--- src/rtl/peer_reg_pkg.sv ---
package peer_reg_pkg;

    // Outcome of decoding one control message
    typedef enum logic [2:0] {
        KIND_NONE,   // no message this cycle
        KIND_MAP,    // handle with position -1: memory mapped
        KIND_SELF,   // no handle, unknown peer: own identity
        KIND_LEAVE,  // no handle, known peer: peer departed
        KIND_REG,    // handle, room left: add one vector
        KIND_FULL,   // handle, peer saturated: dropped
        KIND_BAD     // position outside the table
    } msg_kind_e;

endpackage

--- src/rtl/peer_msg_classify.sv ---
module peer_msg_classify
    import peer_reg_pkg::*;
#(
    parameter int POS_W      = 16,
    parameter int PEER_DEPTH = 16,
    parameter int VEC_MAX    = 4,
    localparam int IDX_W     = $clog2(PEER_DEPTH),
    localparam int CNT_W     = $clog2(VEC_MAX + 1)
) (
    input  logic             msg_fire,
    input  logic [POS_W-1:0] msg_pos,
    input  logic             msg_has_handle,
    input  logic [CNT_W-1:0] peer_cnt,
    output logic [IDX_W-1:0] peer_idx,
    output msg_kind_e        kind
);

    localparam logic [POS_W-1:0] DEPTH_V = POS_W'(PEER_DEPTH);
    localparam logic [CNT_W-1:0] LIMIT_V = CNT_W'(VEC_MAX);

    logic is_neg;
    logic is_neg_one;
    logic in_range;

    always_comb begin
        is_neg     = msg_pos[POS_W-1];
        is_neg_one = &msg_pos;
        in_range   = !is_neg && (msg_pos < DEPTH_V);
        peer_idx   = msg_pos[IDX_W-1:0];

        if (!msg_fire) begin
            kind = KIND_NONE;
        end else if (msg_has_handle && is_neg_one) begin
            kind = KIND_MAP;
        end else if (!in_range) begin
            kind = KIND_BAD;
        end else if (!msg_has_handle) begin
            kind = (peer_cnt == '0) ? KIND_SELF : KIND_LEAVE;
        end else begin
            kind = (peer_cnt < LIMIT_V) ? KIND_REG : KIND_FULL;
        end
    end

endmodule

--- src/rtl/peer_vec_table.sv ---
module peer_vec_table #(
    parameter int PEER_DEPTH = 16,
    parameter int VEC_MAX    = 4,
    localparam int IDX_W     = $clog2(PEER_DEPTH),
    localparam int CNT_W     = $clog2(VEC_MAX + 1)
) (
    input  logic             clk,
    input  logic             rst_n,
    input  logic             op_inc,
    input  logic             op_clr,
    input  logic [IDX_W-1:0] op_idx,
    input  logic [IDX_W-1:0] rd_idx_a,
    input  logic [IDX_W-1:0] rd_idx_b,
    output logic [CNT_W-1:0] rd_cnt_a,
    output logic [CNT_W-1:0] rd_cnt_b
);

    logic [CNT_W-1:0] slot_q [PEER_DEPTH];

    for (genvar g = 0; g < PEER_DEPTH; g++) begin : g_slot
        logic [CNT_W-1:0] cnt_d;
        logic             sel;

        always_comb begin
            sel   = (op_idx == IDX_W'(g));
            cnt_d = slot_q[g];
            if (sel && op_clr) begin
                cnt_d = '0;
            end else if (sel && op_inc) begin
                cnt_d = slot_q[g] + 1'b1;
            end
        end

        always_ff @(posedge clk or negedge rst_n) begin
            if (!rst_n) begin
                slot_q[g] <= '0;
            end else begin
                slot_q[g] <= cnt_d;
            end
        end

        // A count moves only by one step up or by a clear
        assert_slot_step_R5: assert property (@(posedge clk) disable iff (!rst_n)
            (slot_q[g] != $past(slot_q[g])) |->
            ((slot_q[g] == $past(slot_q[g]) + 1'b1) || (slot_q[g] == '0)));

        // Saturation: never beyond the configured vector limit
        assert_slot_cap_R7: assert property (@(posedge clk) disable iff (!rst_n)
            (int'(slot_q[g]) <= VEC_MAX));
    end

    always_comb begin
        rd_cnt_a = (int'(rd_idx_a) < PEER_DEPTH) ? slot_q[rd_idx_a] : '0;
        rd_cnt_b = (int'(rd_idx_b) < PEER_DEPTH) ? slot_q[rd_idx_b] : '0;
    end

endmodule

--- src/rtl/peer_reg_tracker.sv ---
module peer_reg_tracker
    import peer_reg_pkg::*;
#(
    parameter int POS_W      = 16,
    parameter int PEER_DEPTH = 16,
    parameter int VEC_MAX    = 4,
    localparam int IDX_W     = $clog2(PEER_DEPTH),
    localparam int CNT_W     = $clog2(VEC_MAX + 1)
) (
    input  logic             clk,
    input  logic             rst_n,
    input  logic             msg_valid,
    output logic             msg_ready,
    input  logic [POS_W-1:0] msg_pos,
    input  logic             msg_has_handle,
    input  logic [IDX_W-1:0] lookup_id,
    output logic [CNT_W-1:0] lookup_count,
    output logic [POS_W-1:0] own_id,
    output logic             mem_mapped,
    output logic [IDX_W-1:0] max_peer,
    output logic             overflow_err
);

    typedef struct packed {
        logic [POS_W-1:0] own_id;
        logic             mapped;
        logic [IDX_W-1:0] max_peer;
        logic             overflow;
    } trk_state_t;

    trk_state_t st_d, st_q;

    logic             msg_fire;
    logic [IDX_W-1:0] peer_idx;
    logic [CNT_W-1:0] peer_cnt;
    msg_kind_e        kind;

    assign msg_ready = 1'b1;
    assign msg_fire  = msg_valid && msg_ready;

    peer_msg_classify #(
        .POS_W      (POS_W),
        .PEER_DEPTH (PEER_DEPTH),
        .VEC_MAX    (VEC_MAX)
    ) u_classify (
        .msg_fire       (msg_fire),
        .msg_pos        (msg_pos),
        .msg_has_handle (msg_has_handle),
        .peer_cnt       (peer_cnt),
        .peer_idx       (peer_idx),
        .kind           (kind)
    );

    peer_vec_table #(
        .PEER_DEPTH (PEER_DEPTH),
        .VEC_MAX    (VEC_MAX)
    ) u_table (
        .clk      (clk),
        .rst_n    (rst_n),
        .op_inc   (kind == KIND_REG),
        .op_clr   (kind == KIND_LEAVE),
        .op_idx   (peer_idx),
        .rd_idx_a (peer_idx),
        .rd_idx_b (lookup_id),
        .rd_cnt_a (peer_cnt),
        .rd_cnt_b (lookup_count)
    );

    always_comb begin
        st_d = st_q;
        unique case (kind)
            KIND_MAP: begin
                st_d.mapped   = 1'b1;
                st_d.max_peer = '0;
            end
            KIND_SELF: begin
                st_d.own_id = msg_pos;
            end
            KIND_REG: begin
                if (peer_idx > st_q.max_peer) begin
                    st_d.max_peer = peer_idx;
                end
            end
            KIND_BAD: begin
                st_d.overflow = 1'b1;
            end
            default: ;
        endcase
    end

    always_ff @(posedge clk or negedge rst_n) begin
        if (!rst_n) begin
            st_q.own_id   <= '1;
            st_q.mapped   <= 1'b0;
            st_q.max_peer <= '0;
            st_q.overflow <= 1'b0;
        end else begin
            st_q <= st_d;
        end
    end

    assign own_id       = st_q.own_id;
    assign mem_mapped   = st_q.mapped;
    assign max_peer     = st_q.max_peer;
    assign overflow_err = st_q.overflow;

    assert_mapped_sticky_R4: assert property (@(posedge clk) disable iff (!rst_n)
        mem_mapped |=> mem_mapped);

    assert_map_clears_max_R4: assert property (@(posedge clk) disable iff (!rst_n)
        (msg_valid && msg_has_handle && (&msg_pos)) |=> (max_peer == '0) && mem_mapped);

    assert_own_id_source_R2: assert property (@(posedge clk) disable iff (!rst_n)
        !$stable(own_id) |-> $past(msg_valid && !msg_has_handle));

    assert_max_direction_R6: assert property (@(posedge clk) disable iff (!rst_n)
        !$stable(max_peer) |-> (($past(max_peer) < max_peer) || (max_peer == '0)));

    assert_overflow_sticky_R8: assert property (@(posedge clk) disable iff (!rst_n)
        overflow_err |=> overflow_err);

    assert_idle_hold_R9: assert property (@(posedge clk) disable iff (!rst_n)
        !msg_valid |=> ($stable(own_id) && $stable(mem_mapped)
                        && $stable(max_peer) && $stable(overflow_err)));

endmodule

--- config.mk ---
export PLATFORM = sky130hd
export DESIGN_NAME = peer_reg_tracker
export DESIGN_NICKNAME = d
export VERILOG_FILES = /design/src/rtl/peer_reg_pkg.sv /design/src/rtl/peer_msg_classify.sv /design/src/rtl/peer_vec_table.sv /design/src/rtl/peer_reg_tracker.sv
export SDC_FILE = /design/constraint.sdc
export NUM_CORES = 1
export LEC_CHECK = 0
export BUFFER_PORTS_ARGS = -buffer_cell sky130_fd_sc_hd__buf_2
export CORE_MARGIN = 3
export CORE_UTILIZATION = 64
export CTS_BUF_LIST = sky130_fd_sc_hd__clkbuf_16
export DETAILED_ROUTE_END_ITERATION = 12
export PLACE_DENSITY = 0.87
export SLEW_MARGIN = 10
export SYNTH_ARGS = -nofsm -noshare
export SYNTH_HDL_FRONTEND = slang
export SYNTH_HIERARCHICAL = 1
export SYNTH_SLANG_ARGS = --single-unit
--- constraint.sdc ---
create_clock -name clk -period 6.3 [get_ports clk]
set_input_delay 0.945 -clock clk [delete_from_list [all_inputs] [get_ports clk]]
set_output_delay 0.945 -clock clk [all_outputs]
set_load 0.005 [all_outputs]
[Yosys cells after proc, flatten, opt, wreduce, memory -nomap -nowiden]
Index checks and enable logic that the tools add are counted.
Word-level totals
  bits in registers: 70
  output and inout bits: 26
  input bits: 24
  word-level logic and storage cells: 166
  bits in latches: 0
  memories kept: 0
  ROM bits: 0
  bits in writable memories: 0
Operators by class
  reduce and logical (&&, ||, !) cells: 56
  shift-type cells: 0
  magnitude comparators: 5
  bitwise logic cells: 2
  multipliers: 0
  $add $sub $neg: 16
  mux-type cells: 46
  eq/ne operators: 21
  div/mod/pow operators: 0
Operator list (number)
  two-way mux 3 bit: 40
  adder 3 x 1 -> 3 bit, second input constant: 16
  logical AND 1 bit: 34
  nonzero test 2 bit: 17
  equality test 4 bit, second input constant: 8
  binary-select mux 3 bit (select 4 bit): 2
  equality test 4 x 3 -> 1 bit, second input constant: 4
  less-than comparator 16 x 5 -> 1 bit, second input constant: 1
  AND reduction 16 bit: 1
  greater-or-equal comparator 5 bit, second input constant: 2
  inverter 4 -> 5 bit: 2
  equality test 4 x 2 -> 1 bit, second input constant: 2
  one-hot mux 4 bit (2 select lines): 1
  equality test 3 x 2 -> 1 bit, second input constant: 2
  equality test 3 bit, second input constant: 2
  equality test 4 x 1 -> 1 bit, second input constant: 1
  > comparator 4 bit: 1
  zero test 4 bit: 1
  two-way mux 4 bit: 1
  equality test 3 x 1 -> 1 bit, second input constant: 1
  zero test 3 bit: 1
  less-than comparator 3 bit, second input constant: 1
  two-way mux 1 bit: 2
  != test 2 bit, second input constant: 1
  2 further kinds: 2

[Depth between registers and ports, before layout]
Gate-level depths: netlist (run 1).
  depth in word-level cells: 14
  mapped depth: 17
  gate-level depth less buffers: 12

[By module]
The synthesis (run 1) kept the hierarchy.
By module, submodules not included
  peer_vec_table: area each 3320.7 µm², times used 1, sequential area each 1201.2 µm², cells an instance 309
  peer_reg_tracker: area each 1084.8 µm², times used 1, sequential area each 570.5 µm², cells an instance 80
  peer_msg_classify: area each 176.4 µm², times used 1, sequential area each 0.0 µm², cells an instance 25

[Worst setup path before layout (run 1)]
No wires, ideal clock.
  path kind: input-to-reg
  start point: in msg_pos[0]
  end point: reg u_table/slot_q[24] in the netlist's numbering
  arrival: 3866 ps
  setup time: 125 ps
  data required time: 6175 ps
  cell stages on the path: 16
  path buffers: 5
  setup slack: 2309 ps
  cell sequence: buf_4 buf_6 mux4_2 a22oi_1 nand3_1 o21bai_1 a21oi_1 a32o_1 buf_4 inv_1 and3_2 clkbuf_1 nor2_1 buf_4 nor3_2 mux2_2
Between the ends
  longest elaborated chain between the ends: 13
  elaborated cells on any way between the ends: 23
  classes of those cells: order compare (2); eq/ne (3); mux (10); bitwise (1); reduce/logical (7)
Ends and longest elaborated chain
  from (decl): RTL line peer_reg_tracker.sv:14  | input logic [POS_W-1:0] msg_pos,
  inverter 4 -> 5 bit (implied by the code) *: RTL line peer_vec_table.sv:53  | rd_cnt_a = (int'(rd_idx_a) < PEER_DEPTH) ? slot_q[rd_idx_a] : '0;
  binary-select mux 3 bit (select 4 bit) *: RTL line peer_vec_table.sv:53
  two-way mux 3 bit (implied by the code) * (2 in series): RTL line peer_vec_table.sv:53
  net peer_cnt[1]: RTL line peer_reg_tracker.sv:35  | logic [CNT_W-1:0] peer_cnt;
  less-than comparator 3 bit or zero test 3 bit (tied branches): RTL line peer_msg_classify.sv:40, peer_msg_classify.sv:38
  two-way mux 1 bit (on tied branches): RTL line peer_msg_classify.sv:40, peer_msg_classify.sv:38
  two-way mux 3 bit *: RTL line peer_msg_classify.sv:37  | end else if (!msg_has_handle) begin
  two-way mux 3 bit *: RTL line peer_msg_classify.sv:35  | end else if (!in_range) begin
  two-way mux 3 bit *: RTL line peer_msg_classify.sv:33  | end else if (msg_has_handle && is_neg_one) begin
  two-way mux 3 bit *: RTL line peer_msg_classify.sv:31  | if (!msg_fire) begin
  net kind[0]: RTL line peer_reg_tracker.sv:36  | msg_kind_e kind;
  equality test 3 x 2 -> 1 bit or equality test 3 bit (tied branches): RTL line peer_reg_tracker.sv:61, peer_reg_tracker.sv:60
  logical AND 1 bit (on tied branches): RTL line peer_vec_table.sv:27, peer_vec_table.sv:29
  two-way mux 3 bit or nonzero test 2 bit (tied branches)
  to (signal, indexed assignment): RTL line peer_vec_table.sv:38  | slot_q[g] <= cnt_d;
  to (decl): RTL line peer_vec_table.sv:18  | logic [CNT_W-1:0] slot_q [PEER_DEPTH];
The timed path passes the listed nets; every way through them passes the cells marked *. The select of a mux whose other input is x is not followed.
A chain may end at the register's enable or synchronous reset.

[Final worst setup path (run 1)]
  start point: in msg_pos[0]
  end point: reg u_table/slot_q[36] in the netlist's numbering
Same word-level chain as after synthesis.

==> results of run 1 <==
==> cells in the mapped netlist (6+ instances only) <==
cell type                   n  area [um2]
sky130_fd_sc_hd__a21oi_1    7        35.0
sky130_fd_sc_hd__o21ai_0   21         105
sky130_fd_sc_hd__nor2b_1   25         156
sky130_fd_sc_hd__mux4_2    24         541
sky130_fd_sc_hd__buf_2      7        35.0
sky130_fd_sc_hd__nor2_1    29         109
sky130_fd_sc_hd__ha_1      20         250
sky130_fd_sc_hd__buf_4      8        60.1
sky130_fd_sc_hd__nand3_1   14        70.1
sky130_fd_sc_hd__mux2_2    24         270
sky130_fd_sc_hd__a22oi_1    6        45.0
sky130_fd_sc_hd__inv_1     25        93.8
sky130_fd_sc_hd__mux2_4    10         150
sky130_fd_sc_hd__nand3b_1   9        67.6
sky130_fd_sc_hd__dfstp_2   16         420
sky130_fd_sc_hd__nand4_1    7        43.8
sky130_fd_sc_hd__nand2b_1   6        37.5
sky130_fd_sc_hd__dfrtp_1   54        1350
sky130_fd_sc_hd__nand2_1   24        90.1
==> power breakdown <==
group          internal (mW)  switching (mW)
combinational          0.192           0.160
clock                  0.357           0.199
sequential             0.534          0.0909
total                   1.08           0.450
==> stage by stage <==
step / cells / util (%) / instance area, um2 / worst slack (ns)
2_1_floorplan: 414 / - / 4580 / 2.31
3_3_place_gp: 538 / 70.0 / 4810 / 1.62
3_5_place_dp: 538 / 70.0 / 4810 / 1.44
4_1_cts: 554 / 74.9 / 5150 / 1.75
5_1_grt: 554 / 74.9 / 5150 / 1.37
6_report: 554 / 74.9 / 5150 / 1.70
==> kinds of logic after synthesis <==
| group | after synthesis |
|---|---|
| simple gates | 141 |
| flops | 70 |
| compound gates | 68 |
| mux | 63 |
| buf+inv | 49 |
| fa+ha+maj | 20 |
| xor+xnor | 2 |
| other cells | 1 |
==> critical path, cell delays in order <==
cell                       delay [ns]
sky130_fd_sc_hd__buf_2           0.50
sky130_fd_sc_hd__mux4_2          0.59
sky130_fd_sc_hd__a22oi_1         0.24
sky130_fd_sc_hd__nand3_1         0.10
sky130_fd_sc_hd__o21bai_1        0.14
sky130_fd_sc_hd__a21oi_1         0.08
sky130_fd_sc_hd__a32o_1          0.32
sky130_fd_sc_hd__nand2b_1        0.15
sky130_fd_sc_hd__nor2_2          0.14
sky130_fd_sc_hd__nor2_1          0.88
sky130_fd_sc_hd__nor3_4          0.13
sky130_fd_sc_hd__nand3_1         0.20
sky130_fd_sc_hd__mux2_2          0.36
==> registers in the layout, summed over array words and instances, names as in the netlist <==
signal          count
max_peer            4
own_id             16
mem_mapped          1
u_table/slot_q     48
overflow_err        1
==> path summary, 6_finish.rpt <==
check,end,slack (ns)
hold / removal,overflow_err$_DFFE_PN0N_,0.48
setup / recovery,u_table/slot_q[36]$_DFFE_PN0P_,1.70
setup reg to reg,u_table/slot_q[36]$_DFFE_PN0P_,2.46
max in group asynchronous,u_table/slot_q[37]$_DFFE_PN0P_,4.90
hold reg to reg,overflow_err$_DFFE_PN0N_,0.48
min in group asynchronous,max_peer[3]$_DFFE_PN0P_,0.80
==> layer usage <==
metal | track usage, % | part of all wire, % | vias up
li1 | - | - | 1606
met3 | 5.08 | 7.5 | 33
met5 | 0 | 0 | -
met2 | 46.5 | 51 | 186
met4 | 12.1 | 2.7 | 0
met1 | 34.8 | 39 | 1768
==> layout by cell type (no fill, tap or decap), types with 5 or more instances in the layout <==
master	instances
sky130_fd_sc_hd__a21oi_1	7
sky130_fd_sc_hd__a22oi_1	6
sky130_fd_sc_hd__buf_2	48
sky130_fd_sc_hd__clkbuf_16	11
sky130_fd_sc_hd__dfrtp_1	54
sky130_fd_sc_hd__dfstp_2	16
sky130_fd_sc_hd__ha_1	20
sky130_fd_sc_hd__inv_1	25
sky130_fd_sc_hd__mux2_2	24
sky130_fd_sc_hd__mux2_4	10
sky130_fd_sc_hd__mux2i_1	5
sky130_fd_sc_hd__mux4_2	24
sky130_fd_sc_hd__nand2_1	24
sky130_fd_sc_hd__nand2b_1	6
sky130_fd_sc_hd__nand3_1	14
sky130_fd_sc_hd__nand3b_1	9
sky130_fd_sc_hd__nand4_1	7
sky130_fd_sc_hd__nor2_1	28
sky130_fd_sc_hd__nor2b_1	25
sky130_fd_sc_hd__nor3_2	5
sky130_fd_sc_hd__nor4_1	5
sky130_fd_sc_hd__o21ai_0	21
sky130_fd_sc_hd__o22ai_1	5
sky130_fd_sc_hd__o2bb2ai_1	5
==> layout make-up <==
type                    count  area [um2]  area share (%)
clock buffers              11         275            5.35
clock inverters             5        61.3            1.19
inverters                  26        97.6            1.90
multi-input cells         295        2560            49.7
flip-flops and latches     70        1770            34.4
well taps                  96         120            2.33
repair buffers             51         263            5.10
==> results_dict.tcl, run 1 <==
set metrics [dict create \
    timing.fmax_ghz 0.217 \
    postRouteAntennaNets 0 \
    clkSlewWorstSetupHoldPaths_ns 0.06 \
    post_synth_xor_area_fraction_pct 0.382 \
    postSynthAreaPerCell_um2 11.1 \
    min_path_type "reg -> reg" \
    cts-root-buf "sky130_fd_sc_hd__clkbuf_16" \
    yosys_warnings 6 \
    die_area_mm2 0.00821 \
    final_min_period_over_clock_period_pct 73.0 \
    grt_start_max_net_pins 71 \
    insertedDiodeCount 0 \
    synth_top_family_by_area "multiplexers" \
    setup_repair_after_global_routing_missed_its_margin "no" \
    slew-limit-headroom_pct 25.5 \
    fp-row-count 30 \
    tritoncts "built" \
    r2r.worst_path.cells 12 \
    setup_fix_bufs_post_cts 0 \
    period_needed_ns 4.60 \
    maximum_number_of_buffers_from_clock_root_to_sink 2 \
    pin_count 50 \
    worstMarginPinSlew_ns 1.11 \
    io_buffer_count 48 \
    place_congestion 0.876 \
    cp_data_arrival_time_ns 4.82 \
    startpoint "msg_pos[0]" \
    syn2layout_area_growth_pct 12.3 \
    hold_path_depth 1 \
    worst_setup_path_start_kind "input pin" \
    initial_utilization_pct 66.7 \
    antenna_found_initial 0 \
    hold_ws_ns 0.478 \
    result_of_the_run "finished, final reports clean" \
    yosys.area_share.adder_pct 5.46 \
    fp.dieW_um 90.6 \
    maxSlewViolCount 0 \
    setup_tns_ns 0 \
    numCtsBuffers 9 \
    placeableCoreArea_mm2 0.00687 \
    worst_ep_required_time_ns 6.52 \
    synthArstFlopShare_pct 100 \
    ys.flop_type "sky130_fd_sc_hd__dfrtp_1" \
    chipHeight_um 90.6 \
    beginning_of_the_worst_hold_path "overflow_err$_DFFE_PN0N_" \
    power.total_mw 1.53 \
    yosys-mux-area-fraction_pct 22.1 \
    seq_area_frac_synth_pct 38.7 \
    dr.pass1.iters 7 \
    dr_total_vias 3593 \
    wire_length_of_the_first_global_routing_pass_um 18200 \
    route.final.wire_length_um 10900 \
    post_synth_instance_area_mm2 0.00458 \
    post_cts.resized_instances 0 \
    h-tree-depth 3 \
    worstSkewPairLatency_ns 0.33 \
    detailed_place_hpwl_um 7430 \
    hold_buffers 0 \
    synth_edf_count 0 \
    total_leakage_power_nw 2.23 \
    critPathCaptureType "flop" \
    gr-total-overflow 0 \
    vdd_drop_max_mv 0.206 \
    finalClockSkew_ns 0.00717 \
    synth_simple_gate_area_share_pct 17.7 \
    grtUsageTotal_pct 27.6 \
    final.fill_count 446 \
    synth.ff_latch_count 70 \
    power-per-cell-area_mw_per_mm2 298 \
    first_global_vias 3706 \
    layout_cell_share_with_drive_strength_beyond_1_pct 34.7 \
    timing.final.hold_violations 0 \
    r2r-start "u_table/slot_q[36]$_DFFE_PN0P_" \
    drv.max_cap_violation_count 0 \
    wire_per_inst_um 19.7 \
    design.final.nets 497 \
    detail_route.iter0.violations 460 \
    synth_compound_gate_area_share_pct 10.1 \
    crit_path_max_fanout 25 \
    netlist_instances 414 \
    report.final.setup_viol 0 \
    yosysUniqueCellTypes 56 \
    setup.worst_path.class "in -> reg" \
    vias_per_cell 6.49 \
    clkSinkCount 70 \
    drc_viols 0 \
    synth_nets 458 \
]
Note: power is estimated with default switching activity, not from simulation.
==> inputs of run 2 (changes only) <==
- CORE_UTILIZATION: 64 -> 59
- PLACE_DENSITY: 0.87 -> 0.81
- clock period: 6.3 -> 4.5 ns (I/O delays scaled with it)
==> results_dict.tcl, run 2 (synthesis gave the netlist of run 1 again) <==
set metrics [dict create \
    setup.worst_path.class "in -> reg" \
    worstMarginPinSlew_ns 0.804 \
    report.final.setup_viol 0 \
    clkSlewWorstSetupHoldPaths_ns 0.06 \
    grt_start_max_net_pins 40 \
    insertedDiodeCount 0 \
    finalClockSkew_ns 0.0103 \
    hold_ws_ns 0.380 \
    crit_path_max_fanout 27 \
    postRouteAntennaNets 0 \
    cp.buffers_inverters 2 \
    wire_per_inst_um 19.0 \
    drc_viols 0 \
    cpLargestDelayFamily "compound AO/OA/AOI/OAI gates" \
    layout_cell_share_with_drive_strength_beyond_1_pct 35.4 \
    r2r.worst_path.cells 12 \
    drv.max_cap_violation_count 0 \
    min_path_type "in -> async" \
    maxSlewViolCount 0 \
    initial_utilization_pct 61.8 \
    cp_slowest_cell "sky130_fd_sc_hd__o21ai_0" \
    die_area_mm2 0.00886 \
    hold_buffers 0 \
    wire_length_of_the_first_global_routing_pass_um 17200 \
    timing.fmax_ghz 0.258 \
    final_min_period_over_clock_period_pct 86.0 \
    vias_per_cell 6.44 \
    post-route-cell-area_mm2 0.00516 \
    worstSkewPairLatency_ns 0.33 \
    dr.pass1.iters 5 \
    gr-total-overflow 0 \
    vdd_drop_max_mv 0.252 \
    detail_route.iter0.violations 295 \
    setup_tns_ns 0 \
    slew-limit-headroom_pct 46.4 \
    power-per-cell-area_mw_per_mm2 402 \
    placed_area_mm2 0.00485 \
    numCtsBuffers 9 \
    worst_ep_required_time_ns 4.71 \
    timing.final.hold_violations 0 \
    slowest_delay_ns 0.63 \
    final.fill_count 536 \
    pin_count 50 \
    top_register "u_table/slot_q" \
    setup_fix_bufs_post_cts 0 \
    commonest_non_fill_non_tap_cells_in_the_layout "sky130_fd_sc_hd__dfrtp_1 (54), sky130_fd_sc_hd__buf_2 (48), sky130_fd_sc_hd__nor2_1 (28)" \
    syn2layout_area_growth_pct 12.6 \
    placeableCoreArea_mm2 0.00741 \
    grtUsageTotal_pct 25.3 \
    r2r_slack_ns 1.04 \
    largest_register_ff_count 48 \
    fp.dieW_um 94.1 \
    critPathCaptureType "flop" \
    antenna_found_initial 0 \
    route.final.wire_length_um 10700 \
    tritoncts "built" \
    layout_commonest_cell "sky130_fd_sc_hd__dfrtp_1" \
    design.final.nets 502 \
    place_congestion 0.970 \
    total_leakage_power_nw 2.24 \
    clkSinkCount 70 \
    period_needed_ns 3.87 \
    result_of_the_run "finished, final reports clean" \
    post_cts.resized_instances 0 \
    cp.depth 13 \
    crit_path_cell_trace "buf_2, mux4_2, a22oi_1, nand3_1, o21bai_1, a21oi_1, a32o_1, nand2b_1, nor2_2, buf_4, o21ai_0, nor2_1, mux2_2" \
    finish.utilization_pct 69.7 \
    setup_repair_after_global_routing_missed_its_margin "no" \
    fp-row-count 31 \
    cp_data_arrival_time_ns 4.08 \
    h-tree-depth 3 \
    maximum_number_of_buffers_from_clock_root_to_sink 2 \
    biggestRegsByFlops "u_table/slot_q x48, own_id x16, max_peer x4" \
    chipHeight_um 94.1 \
    detailed_place_hpwl_um 7680 \
    dr_total_vias 3620 \
    worst_setup_path_start_kind "input pin" \
    cts-root-buf "sky130_fd_sc_hd__clkbuf_16" \
    first_global_vias 3419 \
    io_buffer_count 48 \
]
run 2: layout make-up:
class,count,area (um2),area share (%)
Clock buffer,11,275,5.33
Clock inverter,5,33.8,0.655
Inverter,26,97.6,1.89
Multi-Input combinational cell,295,2560,49.6
Sequential cell,70,1770,34.3
Tap cell,99,124,2.40
Timing Repair Buffer,56,300,5.82
run 2: final timing paths:
kind	start	end
max reg2reg	u_table/slot_q[36]$_DFFE_PN0P_	u_table/slot_q[18]$_DFFE_PN0P_
max	msg_pos[0]	u_table/slot_q[18]$_DFFE_PN0P_
min in group clk	mem_mapped$_DFFE_PN0P_	mem_mapped$_DFFE_PN0P_
min	rst_n	mem_mapped$_DFFE_PN0P_
max in group asynchronous	rst_n	u_table/slot_q[28]$_DFFE_PN0P_
min reg2reg	mem_mapped$_DFFE_PN0P_	mem_mapped$_DFFE_PN0P_
run 2: metrics by stage:
step,instances,total power [mW],worst slack [ns]
after floorplan,414,1.19,0.779
after global placement,546,1.32,0.443
after detailed placement,546,1.36,0.366
after CTS,562,2.08,0.685
after global routing,562,2.18,0.414
final,562,2.07,0.629
run 2: metal layers:
| metal | wire length (um) | global-route usage [%] | vias up |
|---|---|---|---|
| li1 | - | - | 1618 |
| met1 | 4370 | 32.8 | 1804 |
| met2 | 5320 | 41.8 | 170 |
| met3 | 753 | 5.85 | 28 |
| met4 | 250 | 8.66 | 0 |
| met5 | 0 | 0 | - |
run 2: where the power goes:
group          internal (mW)  switching, mW
clock network          0.442          0.277
logic                  0.269          0.216
registers              0.748          0.122
total                   1.46          0.615
run 2: worst reg2reg max path: cells and delay by family (launching register included):
kind,cells,cell delay [ns]
AO/OA/AOI/OAI,5,1.39
multiplexers,2,0.79
AND/OR/NAND/NOR,4,0.49
flip-flops,1,0.44
buffers and inverters,1,0.23
==> inputs of run 3 (changes only) <==
- PLACE_DENSITY: 0.81 -> unset
- PLACE_DENSITY_LB_ADDON: unset -> 0.05
==> results_dict.tcl, run 3 (synthesis gave the netlist of run 1 again) <==
set metrics [dict create \
    critPathCaptureType "flop" \
    design.final.nets 501 \
    initial_utilization_pct 61.8 \
    top_register "u_table/slot_q" \
    commonest_non_fill_non_tap_cells_in_the_layout "sky130_fd_sc_hd__dfrtp_1 (54), sky130_fd_sc_hd__buf_2 (48), sky130_fd_sc_hd__nor2_1 (28)" \
    met3RoutedLength_um 621 \
    gr-total-overflow 0 \
    timing.final.hold_violations 0 \
    layout_commonest_cell "sky130_fd_sc_hd__dfrtp_1" \
    final_std_cells_w_o_fill 561 \
    period_needed_ns 3.96 \
    maxSlewViolCount 0 \
    post_cts.resized_instances 0 \
    worst_setup_path_start_kind "input pin" \
    wire_per_inst_um 18.3 \
    clkSinkCount 70 \
    slew-limit-headroom_pct 23.7 \
    placed_instances 545 \
    vias_per_cell 6.27 \
    antenna_found_initial 0 \
    fin_ws_ns 0.539 \
    cp_data_arrival_time_ns 4.18 \
    result_of_the_run "finished, final reports clean" \
    biggestRegsByFlops "u_table/slot_q x48, own_id x16, max_peer x4" \
    worstSkewPairLatency_ns 0.33 \
    total_leakage_power_nw 2.23 \
    dr.pass1.iters 5 \
    postRouteAntennaNets 0 \
    setup_repair_after_global_routing_missed_its_margin "no" \
    timing.fmax_ghz 0.252 \
    dr_total_vias 3520 \
    final_min_period_over_clock_period_pct 88.0 \
    drv.max_cap_violation_count 0 \
    grt_start_max_net_pins 50 \
    numCtsBuffers 9 \
    worst_ep_required_time_ns 4.72 \
    die_area_mm2 0.00886 \
    multi_input_comb_area_mm2 0.00256 \
    clkSlewWorstSetupHoldPaths_ns 0.06 \
    largest_register_ff_count 48 \
    chipHeight_um 94.1 \
    detailed_place_hpwl_um 7250 \
    placeableCoreArea_mm2 0.00741 \
    first_global_vias 3410 \
    maximum_number_of_buffers_from_clock_root_to_sink 2 \
    place_congestion 0.870 \
    setup.worst_path.class "in -> reg" \
    h-tree-depth 3 \
    wire_length_of_the_first_global_routing_pass_um 17100 \
    setup_fix_bufs_post_cts 0 \
    drc_viols 0 \
    tritoncts "built" \
    report.final.setup_viol 0 \
    insertedDiodeCount 0 \
    met1_layer_wirelength_in_the_final_routing_um 4450 \
    layout_cell_share_with_drive_strength_beyond_1_pct 34.8 \
    syn2layout_area_growth_pct 12.6 \
    pin_count 50 \
    power-per-cell-area_mw_per_mm2 405 \
    power.total_mw 2.09 \
    worstMarginPinSlew_ns 1.14 \
    min_path_type "in -> async" \
    hold_buffers 0 \
    crit_path_max_fanout 19 \
    grtUsageTotal_pct 24.9 \
    fp-row-count 31 \
    setup_tns_ns 0 \
    io_buffer_count 48 \
    pre_cts_ws_ns 0.234 \
    fp.dieW_um 94.1 \
    vdd_drop_max_mv 0.193 \
    seqCellArea_mm2 0.00177 \
    met2_length_um 5010 \
    top_layer "met4" \
    finalClockSkew_ns 0.00672 \
    route.final.wire_length_um 10200 \
    detail_route.iter0.violations 235 \
    final.fill_count 569 \
    cts-root-buf "sky130_fd_sc_hd__clkbuf_16" \
    hold_ws_ns 0.401 \
]
[run 3: changes by cell type in the layout (fill, tap and decap cells not counted), sizes merged]
cell / change
bufinv: +2
clkinv: +3
inv: -3
clkbuf: -2
buf: -1
[run 3: layout make-up]
class,instances,share of cell area (%)
Tap cell,99,2.40
Clock buffer,9,4.37
Timing Repair Buffer,55,5.68
Clock inverter,7,1.72
Multi-Input combinational cell,295,49.6
Inverter,26,1.89
Sequential cell,70,34.3
[run 3: per-stage QoR]
step,util [%],area [um2]
floorplan,-,4580
global placement,65.4,4840
detailed placement,65.4,4840
CTS,69.6,5160
global route,69.6,5160
finish,69.6,5160
[run 3: layer usage]
metal / global-route usage (%) / up-vias
met5: 0 / -
met4: 11.0 / 0
met3: 4.33 / 13
met2: 39.6 / 127
met1: 33.6 / 1747
li1: - / 1633
[run 3: critical path, cell delays in order]
cell,delay [ns]
sky130_fd_sc_hd__buf_2,0.41
sky130_fd_sc_hd__mux4_2,0.56
sky130_fd_sc_hd__a22oi_1,0.22
sky130_fd_sc_hd__nand3_1,0.11
sky130_fd_sc_hd__o21bai_1,0.14
sky130_fd_sc_hd__a21oi_1,0.09
sky130_fd_sc_hd__a32o_1,0.22
sky130_fd_sc_hd__nand2b_1,0.11
sky130_fd_sc_hd__nor2_2,0.05
sky130_fd_sc_hd__nor2_1,0.86
sky130_fd_sc_hd__nor2_1,0.19
sky130_fd_sc_hd__nand2_1,0.19
sky130_fd_sc_hd__mux2_2,0.34
[run 3: path summary, 6_finish.rpt]
check | depth (start not counted) | slack (ns) | from | to
max | 13 | 0.54 | msg_pos[0] | u_table/slot_q[34]$_DFFE_PN0P_
min | 1 | 0.40 | rst_n | max_peer[3]$_DFFE_PN0P_
max reg2reg | 12 | 0.94 | u_table/slot_q[36]$_DFFE_PN0P_ | u_table/slot_q[34]$_DFFE_PN0P_
min reg2reg | 1 | 0.47 | overflow_err$_DFFE_PN0N_ | overflow_err$_DFFE_PN0N_
max in group asynchronous | 2 | 3.11 | rst_n | own_id[10]$_DFFE_PN1N_
min in group clk | 1 | 0.47 | overflow_err$_DFFE_PN0N_ | overflow_err$_DFFE_PN0N_
[run 3: report_power, final]
part	switching (mW)	internal, mW	leakage [nW]
Sequential	0.115	0.748	0.769
Clock	0.270	0.481	0.150
Combinational	0.207	0.268	1.31
Total	0.592	1.50	2.23
